[src/rtl/crtc_pkg.sv]
`timescale 1ns/1ps
package crtc_pkg;
  localparam int CHW  = 8;   // character counter width
  localparam int ROWW = 7;   // row counter width
  localparam int SCW  = 5;   // scan line counter width
  localparam int HSW  = 4;   // horizontal sync width field
  localparam int MAW  = 14;  // memory address width

  typedef struct packed {
    logic [CHW-1:0]  h_total;
    logic [CHW-1:0]  h_disp;
    logic [CHW-1:0]  hs_pos;
    logic [HSW-1:0]  hs_width;
    logic [ROWW-1:0] v_total;
    logic [ROWW-1:0] v_disp;
    logic [ROWW-1:0] vs_pos;
    logic [SCW-1:0]  v_adjust;
    logic [SCW-1:0]  scan_max;
    logic [SCW-1:0]  cur_first;
    logic [SCW-1:0]  cur_last;
    logic [MAW-1:0]  cur_addr;
  } crtc_cfg_t;

  // true when pos lies in [first, first+len), computed one bit wider
  function automatic logic in_span(input logic [CHW-1:0] pos,
                                   input logic [CHW-1:0] first,
                                   input logic [HSW-1:0] len);
    logic [CHW:0] lim;
    lim = {1'b0, first} + (CHW+1)'(len);
    return ({1'b0, pos} >= {1'b0, first}) && ({1'b0, pos} < lim);
  endfunction

  // base address of the following character row
  function automatic logic [MAW-1:0] next_row_base(input logic [MAW-1:0] base,
                                                   input logic [CHW-1:0] disp);
    return base + MAW'(disp);
  endfunction

  function automatic logic cursor_hit(input logic de, input logic [MAW-1:0] ma,
                                      input logic [MAW-1:0] at,
                                      input logic [SCW-1:0] line,
                                      input logic [SCW-1:0] first,
                                      input logic [SCW-1:0] last);
    return de && (ma == at) && (line >= first) && (line <= last);
  endfunction
endpackage

[src/rtl/crtc_shadow.sv]
`timescale 1ns/1ps
module crtc_shadow
  import crtc_pkg::*;
(
  input  logic      clk,
  input  logic      rst,
  input  logic      frame_end,
  input  crtc_cfg_t cfg_in,
  output crtc_cfg_t cfg_q
);
  logic load;
  assign load = rst | frame_end;

  always_ff @(posedge clk) begin
    if (load) cfg_q <= cfg_in;
  end

  AST_CFG_HOLD: assert property (@(posedge clk) disable iff (rst)
    !frame_end |=> (cfg_q == $past(cfg_q)));
endmodule

[src/rtl/crtc_hctr.sv]
`timescale 1ns/1ps
module crtc_hctr
  import crtc_pkg::*;
(
  input  logic           clk,
  input  logic           rst,
  input  logic [CHW-1:0] h_total,
  input  logic [CHW-1:0] h_disp,
  input  logic [CHW-1:0] hs_pos,
  input  logic [HSW-1:0] hs_width,
  output logic           line_end,
  output logic           h_de,
  output logic           hsync
);
  logic [CHW-1:0] hc;

  assign line_end = (hc == h_total);
  assign h_de     = (hc < h_disp);
  assign hsync    = in_span(hc, hs_pos, hs_width);

  always_ff @(posedge clk) begin
    if (rst)           hc <= '0;
    else if (line_end) hc <= '0;
    else               hc <= hc + CHW'(1);
  end

  AST_LINE_WRAP: assert property (@(posedge clk) disable iff (rst)
    line_end |=> (hc == '0));
  AST_HC_STEP: assert property (@(posedge clk) disable iff (rst)
    !line_end |=> (hc == $past(hc) + CHW'(1)));
  AST_HS_NONE: assert property (@(posedge clk) disable iff (rst)
    (hs_width == '0) |-> !hsync);
endmodule

[src/rtl/crtc_vctr.sv]
`timescale 1ns/1ps
module crtc_vctr
  import crtc_pkg::*;
#(
  parameter int VS_LINES = 16
)(
  input  logic            clk,
  input  logic            rst,
  input  logic            line_end,
  input  logic [ROWW-1:0] v_total,
  input  logic [ROWW-1:0] v_disp,
  input  logic [ROWW-1:0] vs_pos,
  input  logic [SCW-1:0]  v_adjust,
  input  logic [SCW-1:0]  scan_max,
  output logic [SCW-1:0]  scan,
  output logic            row_last,
  output logic            frame_end,
  output logic            v_de,
  output logic            vsync
);
  localparam int VSCW = $clog2(VS_LINES + 1);

  logic [ROWW-1:0] row, nxt_row;
  logic [SCW-1:0]  nxt_scan;
  logic            in_adj, nxt_adj;
  logic [VSCW-1:0] vs_left;
  logic            last_row, adj_last, vs_start;

  assign row_last  = !in_adj && (scan == scan_max);
  assign last_row  = (row == v_total);
  assign adj_last  = in_adj && (scan == v_adjust - SCW'(1));
  assign frame_end = line_end && (adj_last || (row_last && last_row && (v_adjust == '0)));

  // position of the next scan line
  always_comb begin
    nxt_row  = row;
    nxt_scan = scan + SCW'(1);
    nxt_adj  = in_adj;
    if (in_adj) begin
      if (adj_last) begin
        nxt_row  = '0;
        nxt_scan = '0;
        nxt_adj  = 1'b0;
      end
    end else if (row_last) begin
      nxt_scan = '0;
      if (last_row) begin
        if (v_adjust == '0) nxt_row = '0;
        else                nxt_adj = 1'b1;
      end else begin
        nxt_row = row + ROWW'(1);
      end
    end
  end

  assign vs_start = !nxt_adj && (nxt_scan == '0) && (nxt_row == vs_pos);

  always_ff @(posedge clk) begin
    if (rst) begin
      row     <= '0;
      scan    <= '0;
      in_adj  <= 1'b0;
      vs_left <= '0;
    end else if (line_end) begin
      row    <= nxt_row;
      scan   <= nxt_scan;
      in_adj <= nxt_adj;
      if (vs_start)            vs_left <= VSCW'(VS_LINES);
      else if (vs_left != '0)  vs_left <= vs_left - VSCW'(1);
    end
  end

  assign vsync = (vs_left != '0);
  assign v_de  = !in_adj && (row < v_disp);

  AST_SCAN_LIMIT: assert property (@(posedge clk) disable iff (rst)
    !in_adj |-> (scan <= scan_max));
  AST_ADJ_LIMIT: assert property (@(posedge clk) disable iff (rst)
    in_adj |-> (scan < v_adjust));
  AST_FRAME_WRAP: assert property (@(posedge clk) disable iff (rst)
    frame_end |=> (row == '0 && scan == '0 && !in_adj));
  AST_VS_ON_LINE: assert property (@(posedge clk) disable iff (rst)
    $rose(vsync) |-> $past(line_end));
  AST_VS_HOLD: assert property (@(posedge clk) disable iff (rst)
    (vsync && !line_end) |=> vsync);
endmodule

[src/rtl/crtc_addr.sv]
`timescale 1ns/1ps
module crtc_addr
  import crtc_pkg::*;
(
  input  logic           clk,
  input  logic           rst,
  input  logic [MAW-1:0] start_addr,
  input  logic [CHW-1:0] h_disp,
  input  logic [MAW-1:0] cur_addr,
  input  logic [SCW-1:0] cur_first,
  input  logic [SCW-1:0] cur_last,
  input  logic           line_end,
  input  logic           row_last,
  input  logic           frame_end,
  input  logic           h_de,
  input  logic           v_de,
  input  logic [SCW-1:0] ra,
  output logic [MAW-1:0] ma,
  output logic           de,
  output logic           cursor
);
  logic [MAW-1:0] row_base, base_nxt;

  assign base_nxt = next_row_base(row_base, h_disp);

  always_ff @(posedge clk) begin
    if (rst || frame_end) begin
      row_base <= start_addr;
      ma       <= start_addr;
    end else if (line_end) begin
      if (row_last) begin
        row_base <= base_nxt;
        ma       <= base_nxt;
      end else begin
        ma <= row_base;
      end
    end else begin
      ma <= ma + MAW'(1);
    end
  end

  assign de     = h_de && v_de;
  assign cursor = cursor_hit(de, ma, cur_addr, ra, cur_first, cur_last);

  AST_MA_STEP: assert property (@(posedge clk) disable iff (rst)
    !line_end |=> (ma == $past(ma) + MAW'(1)));
  AST_MA_FRAME: assert property (@(posedge clk) disable iff (rst)
    frame_end |=> (ma == $past(start_addr)));
  AST_CURSOR_IN_DE: assert property (@(posedge clk) disable iff (rst)
    cursor |-> de);
endmodule

[src/rtl/crtc_timing.sv]
`timescale 1ns/1ps
module crtc_timing
  import crtc_pkg::*;
#(
  parameter int VS_LINES = 16
)(
  input  logic            clk,
  input  logic            rst,
  input  logic [CHW-1:0]  h_total,
  input  logic [CHW-1:0]  h_disp,
  input  logic [CHW-1:0]  hs_pos,
  input  logic [HSW-1:0]  hs_width,
  input  logic [ROWW-1:0] v_total,
  input  logic [SCW-1:0]  v_adjust,
  input  logic [ROWW-1:0] v_disp,
  input  logic [ROWW-1:0] vs_pos,
  input  logic [SCW-1:0]  scan_max,
  input  logic [SCW-1:0]  cur_first,
  input  logic [SCW-1:0]  cur_last,
  input  logic [MAW-1:0]  start_addr,
  input  logic [MAW-1:0]  cur_addr,
  output logic [MAW-1:0]  ma,
  output logic [SCW-1:0]  ra,
  output logic            hsync,
  output logic            vsync,
  output logic            de,
  output logic            cursor
);
  crtc_cfg_t cfg_in, cfg;
  logic line_end, row_last, frame_end, h_de, v_de;

  always_comb begin
    cfg_in.h_total   = h_total;
    cfg_in.h_disp    = h_disp;
    cfg_in.hs_pos    = hs_pos;
    cfg_in.hs_width  = hs_width;
    cfg_in.v_total   = v_total;
    cfg_in.v_disp    = v_disp;
    cfg_in.vs_pos    = vs_pos;
    cfg_in.v_adjust  = v_adjust;
    cfg_in.scan_max  = scan_max;
    cfg_in.cur_first = cur_first;
    cfg_in.cur_last  = cur_last;
    cfg_in.cur_addr  = cur_addr;
  end

  crtc_shadow u_shadow (
    .clk(clk), .rst(rst), .frame_end(frame_end), .cfg_in(cfg_in), .cfg_q(cfg)
  );

  crtc_hctr u_hctr (
    .clk(clk), .rst(rst), .h_total(cfg.h_total), .h_disp(cfg.h_disp),
    .hs_pos(cfg.hs_pos), .hs_width(cfg.hs_width),
    .line_end(line_end), .h_de(h_de), .hsync(hsync)
  );

  crtc_vctr #(.VS_LINES(VS_LINES)) u_vctr (
    .clk(clk), .rst(rst), .line_end(line_end), .v_total(cfg.v_total),
    .v_disp(cfg.v_disp), .vs_pos(cfg.vs_pos), .v_adjust(cfg.v_adjust),
    .scan_max(cfg.scan_max), .scan(ra), .row_last(row_last),
    .frame_end(frame_end), .v_de(v_de), .vsync(vsync)
  );

  crtc_addr u_addr (
    .clk(clk), .rst(rst), .start_addr(start_addr), .h_disp(cfg.h_disp),
    .cur_addr(cfg.cur_addr), .cur_first(cfg.cur_first), .cur_last(cfg.cur_last),
    .line_end(line_end), .row_last(row_last), .frame_end(frame_end),
    .h_de(h_de), .v_de(v_de), .ra(ra), .ma(ma), .de(de), .cursor(cursor)
  );

  AST_RESET_ADDR: assert property (@(posedge clk)
    rst |=> (ra == '0));
endmodule

[config.mk]
export PLATFORM = sky130hd
export DESIGN_NAME = crtc_timing
export DESIGN_NICKNAME = d
export VERILOG_FILES = /design/src/rtl/crtc_pkg.sv /design/src/rtl/crtc_shadow.sv /design/src/rtl/crtc_hctr.sv /design/src/rtl/crtc_vctr.sv /design/src/rtl/crtc_addr.sv /design/src/rtl/crtc_timing.sv
export SDC_FILE = /design/constraint.sdc
export NUM_CORES = 1
export LEC_CHECK = 0
export ABC_AREA = 0
export BUFFER_PORTS_ARGS = -buffer_cell sky130_fd_sc_hd__buf_2
export CORE_ASPECT_RATIO = 0.8
export CORE_MARGIN = 5
export CORE_UTILIZATION = 60
export CTS_CLUSTER_SIZE = 40
export DETAILED_ROUTE_END_ITERATION = 8
export HOLD_SLACK_MARGIN = 0.15
export PLACE_DENSITY = 0.84
export SYNTH_ARGS = -nofsm -noshare
export SYNTH_HDL_FRONTEND = slang
export SYNTH_SLANG_ARGS = --single-unit
[constraint.sdc]
create_clock -name clk -period 8.5 [get_ports clk]
set_input_delay 1.7 -clock clk [delete_from_list [all_inputs] [get_ports clk]]
set_output_delay 1.7 -clock clk [all_outputs]
set_load 0.01 [all_outputs]
# Yosys cells after proc, flatten, opt, wreduce, memory -nomap -nowiden
# Index checks and enable logic that the tools add are counted.
dict set report totals {
  regBits 137
  input_bits 99
  out_inout_bits 23
  word_cells 84
}
dict set report classes {
  n_addsub 8
  magnitude_cmp 6
  n_eq_ne 6
  n_mux 20
  bitwise 1
  reduce_logical 24
}
# cell count
set ops {}
lappend ops {{two-way mux 14 bit} 5}
lappend ops {{two-way mux 7 bit} 5}
lappend ops {{two-way mux 5 bit} 5}
lappend ops {{adder 14 x 1 -> 14 bit (second input constant)} 1}
lappend ops {{adder 14 x 8 -> 14 bit} 1}
lappend ops {{== test 14 bit} 1}
lappend ops {{== test 7 bit} 2}
lappend ops {{logical AND 1 bit} 13}
lappend ops {{== test 5 bit} 2}
lappend ops {{logical NOT 5 bit} 2}
lappend ops {{subtractor 5 x 1 -> 5 bit (second input constant)} 2}
lappend ops {{adder 8 x 4 -> 9 bit} 1}
lappend ops {{< comparator 8 x 9 -> 1 bit} 1}
lappend ops {{adder 8 x 1 -> 8 bit (second input constant)} 1}
lappend ops {{== test 8 bit} 1}
lappend ops {{>= comparator 8 bit} 1}
lappend ops {{< comparator 8 bit} 1}
lappend ops {{adder 7 x 1 -> 7 bit (second input constant)} 1}
lappend ops {{< comparator 7 bit} 1}
lappend ops {{adder 5 x 1 -> 5 bit (second input constant)} 1}
lappend ops {{>= comparator 5 bit} 1}
lappend ops {{<= comparator 5 bit} 1}
lappend ops {{two-way mux 1 bit} 5}
lappend ops {{nonzero test 5 bit} 1}
lappend ops {{6 further kinds} 9}

# Depth between registers and ports, before layout
# Gate-level depths: netlist (run 1).
dict set report logic_depth {
  word_depth 10
  depth_mapped 13
  depth_no_buf 13
}

# By module
# From an unflattened synthesis (run 1), not the netlist that was laid out.
dict set report unflattened {
  hier_cells 748
  hier_area_um2 7973.9
}
# mod n_inst cells_per_inst area_each_um2 seq_area_each_um2
set by_module_without_submodules {}
lappend by_module_without_submodules {crtc_shadow 1 84 2498.6 2492.4}
lappend by_module_without_submodules {crtc_addr 1 283 2439.8 700.7}
lappend by_module_without_submodules {crtc_vctr 1 247 1926.8 360.3}
lappend by_module_without_submodules {crtc_hctr 1 134 1108.6 160.2}

# Worst setup path before layout (run 1)
# Ideal clock, no wire load.
dict set report synth_timing {
  path_type {register to register}
  from {register u_shadow.cfg_q[29] (netlist bit)}
  to {register u_addr.row_base[10] (data pin)}
  setup_ps 384
  arrival_time_ps 4827
  required_time_ps 8116
  setup_slack_ps 3289
  stages_incl_launch_ff 12
  n_path_buf 2
  synth_period_minus_slack_ps 5211
  path_cell_list {edfxtp_1 inv_1 ha_1 nand4bb_1 a211o_1 a211oi_4 nand2_2 o21ai_0 a31o_1 clkbuf_1 clkbuf_1 o21ai_0}
}
dict set report synth_between {
  elab_chain_len 7
  elab_cells_between_ends 9
  cone_classes {add/sub: 1; eq/ne: 1; mux: 1; reduce/logical: 6}
}
# item line_no
set synth_lines {}
lappend synth_lines {{from (decl)} crtc_shadow.sv:9} ;# output crtc_cfg_t cfg_q
lappend synth_lines {{from (signal assigned)} crtc_shadow.sv:15} ;# if (load) cfg_q <= cfg_in;
lappend synth_lines {{subtractor 5 x 1 -> 5 bit} crtc_vctr.sv:31} ;# assign adj_last = in_adj && (scan == v_adjust - SCW'(1));
lappend synth_lines {{== test 5 bit} crtc_vctr.sv:31}
lappend synth_lines {{logical AND 1 bit} crtc_vctr.sv:31}
lappend synth_lines {{logical OR 1 bit (*)} crtc_vctr.sv:32} ;# assign frame_end = line_end && (adj_last || (row_last && last_row && (v_adjust == '0)));
lappend synth_lines {{logical AND 1 bit (*)} crtc_vctr.sv:32}
lappend synth_lines {{logical OR 1 bit (*)} crtc_addr.sv:27} ;# if (rst || frame_end) begin
lappend synth_lines {{two-way mux 14 bit (*)} crtc_addr.sv:27}
lappend synth_lines {{to (signal assigned)} crtc_addr.sv:28} ;# row_base <= start_addr;
lappend synth_lines {{to (signal assigned)} crtc_addr.sv:32} ;# row_base <= base_nxt;
lappend synth_lines {{to (decl)} crtc_addr.sv:22} ;# logic [MAW-1:0] row_base, base_nxt;
# Every way passes the cells marked *; elsewhere a longest branch is shown, timed or not.
# A chain may end at the register's enable or synchronous reset.

# Worst setup path after layout (run 1)
dict set report layout_timing {
  from {register u_shadow.cfg_q[68] (netlist bit)}
  to {output cursor}
}
dict set report layout_between {
  elab_chain_len 5
}
# item line_no
set layout_lines {}
lappend layout_lines {{< comparator 8 bit} crtc_hctr.sv:18} ;# assign h_de = (hc < h_disp);
lappend layout_lines {{logical AND 1 bit} crtc_addr.sv:42} ;# assign de = h_de && v_de;
lappend layout_lines {{logical AND 1 bit (3 in a row)} crtc_pkg.sv:44} ;# return de && (ma == at) && (line >= first) && (line <= last);
lappend layout_lines {{to (decl)} crtc_timing.sv:27} ;# output logic cursor
# Every way passes these cells.

==> results.cfg, run 1 <==
[routing]
vias_per_cell = 5.73
via_count = 5914
first_pass_iters = 5
wl_per_cell_um = 17.2
drc_errors = 0
drt-initial-drc-count = 512
wirelength_um = 17700
antenna_left = 0

[yosys]
ys_warn_count = 0
synthTopCellsByArea = edfxtp_1 (38%), dfxtp_1 (10%), ha_1 (9.3%)
synth_top_area_share = 0.378
ys_dominant_reg_cell = edfxtp_1
ys_types = 68
syn-instance-count = 726
synth_area_leader_cell = edfxtp_1
synth_edf_count = 97
yosysMostFrequentCell = edfxtp_1
syn_avg_cell_area_sq_um = 10.6
synth_async_sr_flop_share = 0
synth_common_cells = edfxtp_1 (97), ha_1 (57), nand2_1 (50)
ys_ff_latch = 137
synth_area_sq_um = 7710
syn-num-nets = 884
ys_seq_area_frac = 0.482

[floorplanning]
die_h_um = 111
fp.dieW_um = 137
io_pins = 122
num_rows = 37
core_area_sq_um = 12700
die_area_sq_um = 15200
start_util = 0.606

[pwr]
p_int_mw = 1.33
p_seq_frac = 0.458
power.switching_uw = 433
clkPwrFrac = 0.418
swShare = 0.246
ir_worst_vdd_v = 0.000207
p_comb_frac = 0.124
p_leak_nw = 3.88
powerDensity_nw_per_um2 = 195

[global_route]
antenna_found_initial = 0
grt_max_degree = 80
first_global_vias = 5904
overflow = 0
grt_usage = 0.239
grt_pass1_wl_um = 28700

[cells_and_area]
finalNonFillerCells = 1032
antenna_cells = 0
area_growth_pct = 17.1
final_cell_area_sq_um = 9030
drive_gt1_frac = 0.200
finalNetCount = 1002
fill_cells = 923

[worst_setup_path]
path_max_fanout = 2
critPathKind = reg2out
r2r_setup_slack_ps = 4360
cpMostUsedCell = a21o_1
cp.required_ps = 6800
path_buf_inv = 2
cpLargestDelayFamily = compound AO/OA/AOI/OAI gates
max_stage_delay_ps = 430
cp_slowest_cell = a221oi_1
critPathArrivalTime_ps = 3030
path_cells = inv_1 -> ha_1 -> a21o_1 -> a21o_1 -> a21o_1 -> a21o_1 -> a21o_1 -> a21o_1 -> a221oi_1 -> nor3b_1 -> buf_2
worstSetupStartpointType = flip-flop
endpoint_kind = primary output

[placement]
place.gp.congestion = 0.909
dp_cells = 1000
place_area_sq_um = 8440
io_buffers = 121
hpwl_um = 12400

[timing]
final-setup-viol-count = 0
worst_pin_slew_ps = 1060
fmax_mhz = 211
timing.final.crit_period_ps = 4730
setup_tns_ps = 0
timing.slew.headroom = 0.284
hold_viol = 0
slew_violations = 0
period_share = 0.557
rsz0062_at_grt = no
skew_ps = 8.25

[clock_tree]
cts_resized = 0
root_buffer = clkbuf_16
clk_latency_ps = 430
cts_sinks = 137
clockBufferDepth = 2
clkSlewWorstSetupHoldPaths_ps = 60
htreeDepth = 4
numCtsBuffers = 17
post-cts-setup-buffers = 0
hold_buffers = 0
cts_tree = done

[hold_path]
hold_path.class = reg2reg

[job]
max-cap-violations = 0

[run_status]
status = finished clean
==> metal layers <==
layer,wire length [um],vias to the layer above,GRT usage
met5,0,-,0
met4,234,0,0.0725
met3,1130,27,0.0664
met2,8560,204,0.397
met1,7780,2821,0.304
li1,-,2862,-
==> worst min-delay path, stage by stage, from the launching register on <==
cell     delay [ps]
dfxtp_1         320
o31ai_1          70
a21oi_1          60
==> final timing paths <==
kind / start / to / depth (start not counted)
max: u_shadow.cfg_q[68] / cursor / 11
min: u_vctr.vs_left[4] / u_vctr.vs_left[4] / 2
max reg2reg: u_shadow.cfg_q[29] / u_shadow.cfg_q[50] / 9
min reg2reg: u_vctr.vs_left[4] / u_vctr.vs_left[4] / 2
==> sequential cells by signal, indices dropped and copies added, names as in the netlist <==
signal / cells
u_vctr.row: 7
u_vctr.in_adj: 1
u_vctr.vs_left: 5
u_addr.ma: 14
u_addr.row_base: 14
u_vctr.scan: 5
u_hctr.hc: 8
u_shadow.cfg_q: 83
==> cells in the final DEF, fill, tap and decap left out, drive strengths merged, types with 3 or more instances in the layout <==
cell    synthesis  routed
o211ai          4       4
bufinv          0       3
nand2          51      51
nand3b          3       3
xnor2          31      31
or3             6       6
clkbuf         13      19
and2            6       6
a31oi           4       4
mux2            7       7
clkinv          1       9
a21o           21      21
ha             57      57
o22ai           4       4
a21oi          35      35
nor2b          14      14
nor4            8       8
o21ai          45      45
edfxtp         97      97
nand4           5       5
buf            11     123
mux2i           6       6
a211oi          4       4
o31ai           6       6
and3           12      12
nor3           16      16
nand2b         12      12
dfxtp          40      40
xor2           44      44
nand3          27      27
o21a            5       5
or4             5       5
a32oi           4       4
inv            46      46
nor2           43      43
nor4b           3       3
a221oi          4       4
==> per-stage QoR <==
step | power (mW) | setup slack (ps) | hold slack (ps) | utilization
after global routing | 1.84 | 3510 | 507 | 0.709
after detailed placement | 1.04 | 4180 | 493 | 0.663
final | 1.76 | 3770 | 499 | 0.709
after floorplan | 0.960 | 3290 | 456 | -
after CTS | 1.77 | 3690 | 499 | 0.709
after global placement | 1.02 | 4160 | 467 | 0.663
==> cell families (layout without fill, tap and decap cells) <==
family | count (synthesis) | in the layout | share of synthesized area
compound gates | 150 | 150 | 0.125
xor+xnor | 75 | 75 | 0.0852
fa+ha+maj | 59 | 59 | 0.0977
buf+inv | 71 | 202 | 0.0381
flops | 137 | 137 | 0.482
mux | 13 | 13 | 0.0180
simple gates | 221 | 221 | 0.154
==> power by group through the flow <==
stage | Combinational (mW) | Sequential (mW) | Clock [mW]
global route | 0.244 | 0.814 | 0.778
CTS | 0.219 | 0.808 | 0.744
detailed placement | 0.216 | 0.820 | 0
global placement | 0.204 | 0.818 | 0
finish | 0.218 | 0.807 | 0.738
floorplan | 0.146 | 0.814 | 0
==> area by class of cell <==
| type | instances | area (sq um) | share of cell area |
|---|---|---|---|
| sequential | 137 | 3710 | 0.411 |
| timing repair buffer | 123 | 621 | 0.0687 |
| tap | 175 | 219 | 0.0243 |
| inverter | 47 | 176 | 0.0195 |
| clock inverter | 13 | 154 | 0.0170 |
| multi-input combinational | 518 | 3710 | 0.411 |
| clock buffer | 19 | 433 | 0.0480 |
Note: power is estimated with default switching activity, not from simulation.
==> run 2, diff against run 1 <==
- ABC_AREA: 0 -> 1
- CORE_UTILIZATION: 60 -> 58
- PLACE_DENSITY: 0.84 -> 0.81
- clock period: 8.5 -> 4.7 ns (I/O delays scaled with it)
==> run 2 against run 1 <==
Compared with the run above: wire length increased by 3.5%; utilization decreased by 1.5 points; worst setup slack lost 3100 ps; largest power group is now clock; cell count up 20%; worst hold slack worse by 1.5 ps; clock power is 96% higher; non-clock buffer count increased by 3.
==> results.cfg, run 2 <==
[floorplanning]
num_rows = 38
io_pins = 122
die_h_um = 115
die_area_sq_um = 16200
start_util = 0.589
core_area_sq_um = 13500
fp.dieW_um = 141

[cells_and_area]
largest_reg_flops = 83
utilization = 0.694
layout_commonest_cell = nand2_1
finalNetCount = 1207
area_growth_pct = 17.8
fill_cells = 1039
final_cell_mix = nand2_1 (229), buf_2 (121), inv_1 (119)
final_cell_area_sq_um = 9370
seq_area_sq_um = 3710
reg_top3 = u_shadow.cfg_q (83), u_addr.ma (14), u_addr.row_base (14)
finalNonFillerCells = 1243
drive_gt1_frac = 0.196
multi_input_area_sq_um = 3620
top_register = u_shadow.cfg_q

[clock_tree]
clkSlewWorstSetupHoldPaths_ps = 60
root_buffer = clkbuf_16
cts_tree = done
htreeDepth = 4
hold_buffers = 0
clk_latency_ps = 430
cts_sinks = 137
cts_resized = 0
numCtsBuffers = 17
post-cts-setup-buffers = 0
clockBufferDepth = 2

[yosys]
synth_async_sr_flop_share = 0
ys_types = 48
ys_dominant_reg_cell = edfxtp_1
synth_top_area_share = 0.366
syn_avg_cell_area_sq_um = 8.63
synth_common_cells = nand2_1 (229), inv_1 (119), edfxtp_1 (97)
ys_seq_area_frac = 0.467
synthTopCellsByArea = edfxtp_1 (37%), nand2_1 (11%), dfxtp_1 (10%)
ys_warn_count = 0
synth_area_leader_cell = edfxtp_1
synth_area_sq_um = 7950
syn-num-nets = 1079
ys_ff_latch = 137
synth_edf_count = 97
yosysMostFrequentCell = nand2_1
syn-instance-count = 921

[routing]
via_count = 6535
wl_met3_um = 1230
wl_per_cell_um = 14.7
drc_errors = 0
drt-initial-drc-count = 566
first_pass_iters = 6
wirelength_um = 18300
wl_met2_um = 8670
wl_met1_um = 8160
vias_per_cell = 5.26
dr.max_layer_used = met4
antenna_left = 0

[placement]
io_buffers = 121
hpwl_um = 13100
place.gp.congestion = 0.885
dp_slack_ps = 1100
place_area_sq_um = 8730
dp_cells = 1210

[global_route]
grt_pass1_wl_um = 29800
overflow = 0
first_global_vias = 6315
antenna_found_initial = 1
grt_max_degree = 84
grt_usage = 0.231

[worst_setup_path]
cp.required_ps = 3760
critPathKind = reg2out
r2r_end = u_shadow.cfg_q[49]
rr_worst_depth = 14
endpoint_kind = primary output
r2r_setup_slack_ps = 1460
path_max_fanout = 2
critPathArrivalTime_ps = 3110
worstSetupStartpointType = flip-flop
timing.rr.start = u_shadow.cfg_q[29]

[hold_path]
min_path_cells = 2
hold_start = u_vctr.vs_left[4]
hold_path_end = u_vctr.vs_left[4]
hold_path.class = reg2reg

[timing]
timing.slew.headroom = 0.353
slew_violations = 0
skew_ps = 11.5
hold_viol = 0
rsz0062_at_grt = no
worst_pin_slew_ps = 971
setup_tns_ps = 0
final-setup-viol-count = 0
period_share = 0.862
timing.final.crit_period_ps = 4050
fmax_mhz = 247
setup_ws_ps = 647
hold-worst-slack_ps = 497

[pwr]
total_power_mw = 3.29
powerDensity_nw_per_um2 = 351
ir_worst_vdd_v = 0.000271
p_leak_nw = 4.48

[job]
max-cap-violations = 0

[run_status]
status = finished clean
-- run 2: cell count changes after synthesis, moves of 10 or more --
| cell | change |
|---|---|
| a21o_1 | -19 |
| and3_1 | -10 |
| inv_1 | +73 |
| inv_2 | +19 |
| nand2_1 | +179 |
| nand2b_1 | -12 |
| nand3_1 | +38 |
| nor2_1 | +12 |
| nor2b_1 | -14 |
| or2_2 | +13 |
| xnor2_1 | -19 |
-- run 2: cell type report --
type / instances / share of cell area
diodes: 1 / 0.000267
repair buffers: 126 / 0.0687
inverters: 139 / 0.0560
clock inverters: 15 / 0.0227
well taps: 180 / 0.0240
clock buffers: 17 / 0.0454
multi-input cells: 628 / 0.387
flip-flops and latches: 137 / 0.396
-- run 2: how the worst max path moves through the flow --
| stage | from | endpoint | cells after the start | slack (ps) |
|---|---|---|---|---|
| global placement | u_shadow.cfg_q[59] | hsync | 14 | 1290 |
| finish | u_shadow.cfg_q[59] | hsync | 14 | 650 |
| detailed placement | u_shadow.cfg_q[59] | hsync | 14 | 1100 |
| CTS | u_shadow.cfg_q[59] | hsync | 14 | 650 |
| floorplan | u_shadow.cfg_q[59] | hsync | 13 | 1510 |
| global route | u_shadow.cfg_q[59] | hsync | 14 | 500 |
-- run 2: cells by family after synthesis --
family	share of synthesized area
XOR/XNOR	0.0518
multiplexers	0.00252
buffers and inverters	0.0773
AO/OA/AOI/OAI	0.0807
adder cells (fa/ha/maj)	0.0948
flip-flops	0.467
AND/OR/NAND/NOR	0.226
-- run 2: worst max-delay path, cell delays in order (launching register included) --
cell,delay (ps)
edfxtp_1,350
ha_1,190
inv_1,60
fa_1,390
o21ai_0,370
nand2_1,90
nor2_1,180
xor2_1,110
ha_1,310
nand2_1,60
o211ai_1,170
a21oi_1,80
a31oi_1,150
nor2_1,50
buf_2,130
-- run 2: report_power, final --
part	internal, mW	switching [mW]	leakage, nW	total (mW)
clock network	0.898	0.552	0.295	1.45
registers	1.38	0.0661	1.25	1.44
logic	0.170	0.226	2.93	0.396
-- run 2: per-layer routing --
layer / GRT usage / vias to the layer above
li1: - / 3292
met4: 0.0697 / 0
met1: 0.310 / 2973
met2: 0.379 / 246
met5: 0 / -
met3: 0.0505 / 24
==> run 3, diff against run 2 <==
- clock period: 4.7 -> 4.26 ns (I/O delays scaled with it)
==> run 3 against run 2 <==
Compared with the run above: utilization fell by 0.44 points; clock skew fell by 3.9 ps; worst setup slack got worse by 360 ps; die area did not move; first-iteration DRC count fell by 28%; register-to-register slack got worse by 250 ps; power rose by 4.6%; largest power group is now registers.
==> results.cfg, run 3 (synthesis results as in run 2) <==
[worst_setup_path]
cp.required_ps = 3410
max_stage_delay_ps = 410
critPathKind = reg2out
timing.rr.start = u_hctr.hc[3]
critPathArrivalTime_ps = 3120
endpoint_kind = primary output
r2r_setup_slack_ps = 1210
worstSetupStartpointType = flip-flop
r2r_end = u_shadow.cfg_q[63]
path_cells = ha_1 -> inv_1 -> fa_1 -> o21ai_0 -> nand2_1 -> nor2_1 -> xor2_1 -> ha_1 -> nand2_1 -> o211ai_1 -> a21oi_1 -> a31oi_1 -> nor2_1 -> buf_2
path_max_fanout = 2
rr_worst_depth = 11
cp_slowest_cell = fa_1
path_buf_inv = 2
cpLargestDelayFamily = adder cells

[cells_and_area]
layout_commonest_cell = nand2_1
reg_top3 = u_shadow.cfg_q (83), u_addr.ma (14), u_addr.row_base (14)
final_cell_mix = nand2_1 (229), buf_2 (121), inv_1 (119)
largest_reg_flops = 83
top_register = u_shadow.cfg_q
utilization = 0.689
area_growth_pct = 17.1
drive_gt1_frac = 0.193
finalNetCount = 1207

[global_route]
grt_pass1_wl_um = 28700
grt_usage = 0.224
overflow = 0
first_global_vias = 6077
grt_max_degree = 65
antenna_found_initial = 2

[placement]
io_buffers = 121
hpwl_um = 12800
place.gp.congestion = 0.863
dp_slack_ps = 785

[routing]
antenna_left = 0
first_pass_iters = 5
drt-initial-drc-count = 405
drc_errors = 0
vias_per_cell = 5.19
wirelength_um = 17300
via_count = 6451
wl_per_cell_um = 13.9

[floorplanning]
num_rows = 38
core_area_sq_um = 13500
die_area_sq_um = 16200
fp.dieW_um = 141
die_h_um = 115
start_util = 0.589
io_pins = 122

[timing]
fmax_mhz = 252
period_share = 0.932
rsz0062_at_grt = no
timing.final.crit_period_ps = 3970
setup_tns_ps = 0
hold_viol = 0
skew_ps = 7.59
setup_ws_ps = 288
final-setup-viol-count = 0
worst_pin_slew_ps = 646
slew_violations = 0
timing.slew.headroom = 0.569

[clock_tree]
clk_latency_ps = 430
cts_tree = done
hold_buffers = 0
htreeDepth = 4
cts_sinks = 137
numCtsBuffers = 17
post-cts-setup-buffers = 0
clockBufferDepth = 2
root_buffer = clkbuf_16
clkSlewWorstSetupHoldPaths_ps = 60
cts_resized = 0

[hold_path]
hold_path.class = reg2reg
hold_start = u_vctr.vs_left[4]
min_path_cells = 2
hold_path_end = u_vctr.vs_left[4]

[pwr]
p_leak_nw = 4.45
powerDensity_nw_per_um2 = 370
ir_worst_vdd_v = 0.000294

[job]
max-cap-violations = 0

[run_status]
status = finished clean
## run 3: final cells by class
type,count,area (sq um)
repair buffers,126,656
diodes,2,5.00
flip-flops and latches,137,3710
inverters,139,524
multi-input cells,628,3620
well taps,180,225
clock buffers,20,437
fillers,1072,4190
clock inverters,12,128
## run 3: power breakdown
part	switching [mW]	leakage, nW	internal (mW)
sequential	0.0688	1.25	1.52
clock	0.569	0.266	0.856
combinational	0.239	2.94	0.188
## run 3: stage by stage
stage / power [mW] / std cells / hold slack (ps) / instance area [sq um]
2_1_floorplan: 1.88 / 921 / 448 / 7950
3_3_place_gp: 2.02 / 1210 / 467 / 8740
3_5_place_dp: 2.04 / 1210 / 481 / 8740
4_1_cts: 3.46 / 1242 / 489 / 9300
5_1_grt: 3.61 / 1244 / 501 / 9310
6_report: 3.44 / 1244 / 483 / 9310
## run 3: worst reg2reg max path: stages (launching register included)
cell and delay, ps:
dfxtp_1 560, or2_2 190, nand4_1 80, a221oi_1 210
and3_1 190, buf_4 260, nor2_1 120, inv_2 60
nand2_1 40, buf_4 200, inv_4 360, buf_12 330
## run 3: worst max-delay path by stage
stage,slack (ps),cells after the start,endpoint,start
final,290,14,hsync,u_shadow.cfg_q[59]
after global routing,50,14,hsync,u_shadow.cfg_q[59]
after CTS,310,14,hsync,u_shadow.cfg_q[59]
after detailed placement,780,14,hsync,u_shadow.cfg_q[59]
after global placement,940,14,hsync,u_shadow.cfg_q[59]
after floorplan,1160,13,hsync,u_shadow.cfg_q[59]
## run 3: metal layers
metal  vias to the layer above  share of wire  GRT usage
li1                       3303              -          -
met1                      2923           0.46      0.300
met2                       197           0.45      0.346
met3                        28          0.072     0.0626
met4                         0          0.021     0.0949
met5                         -              0          0
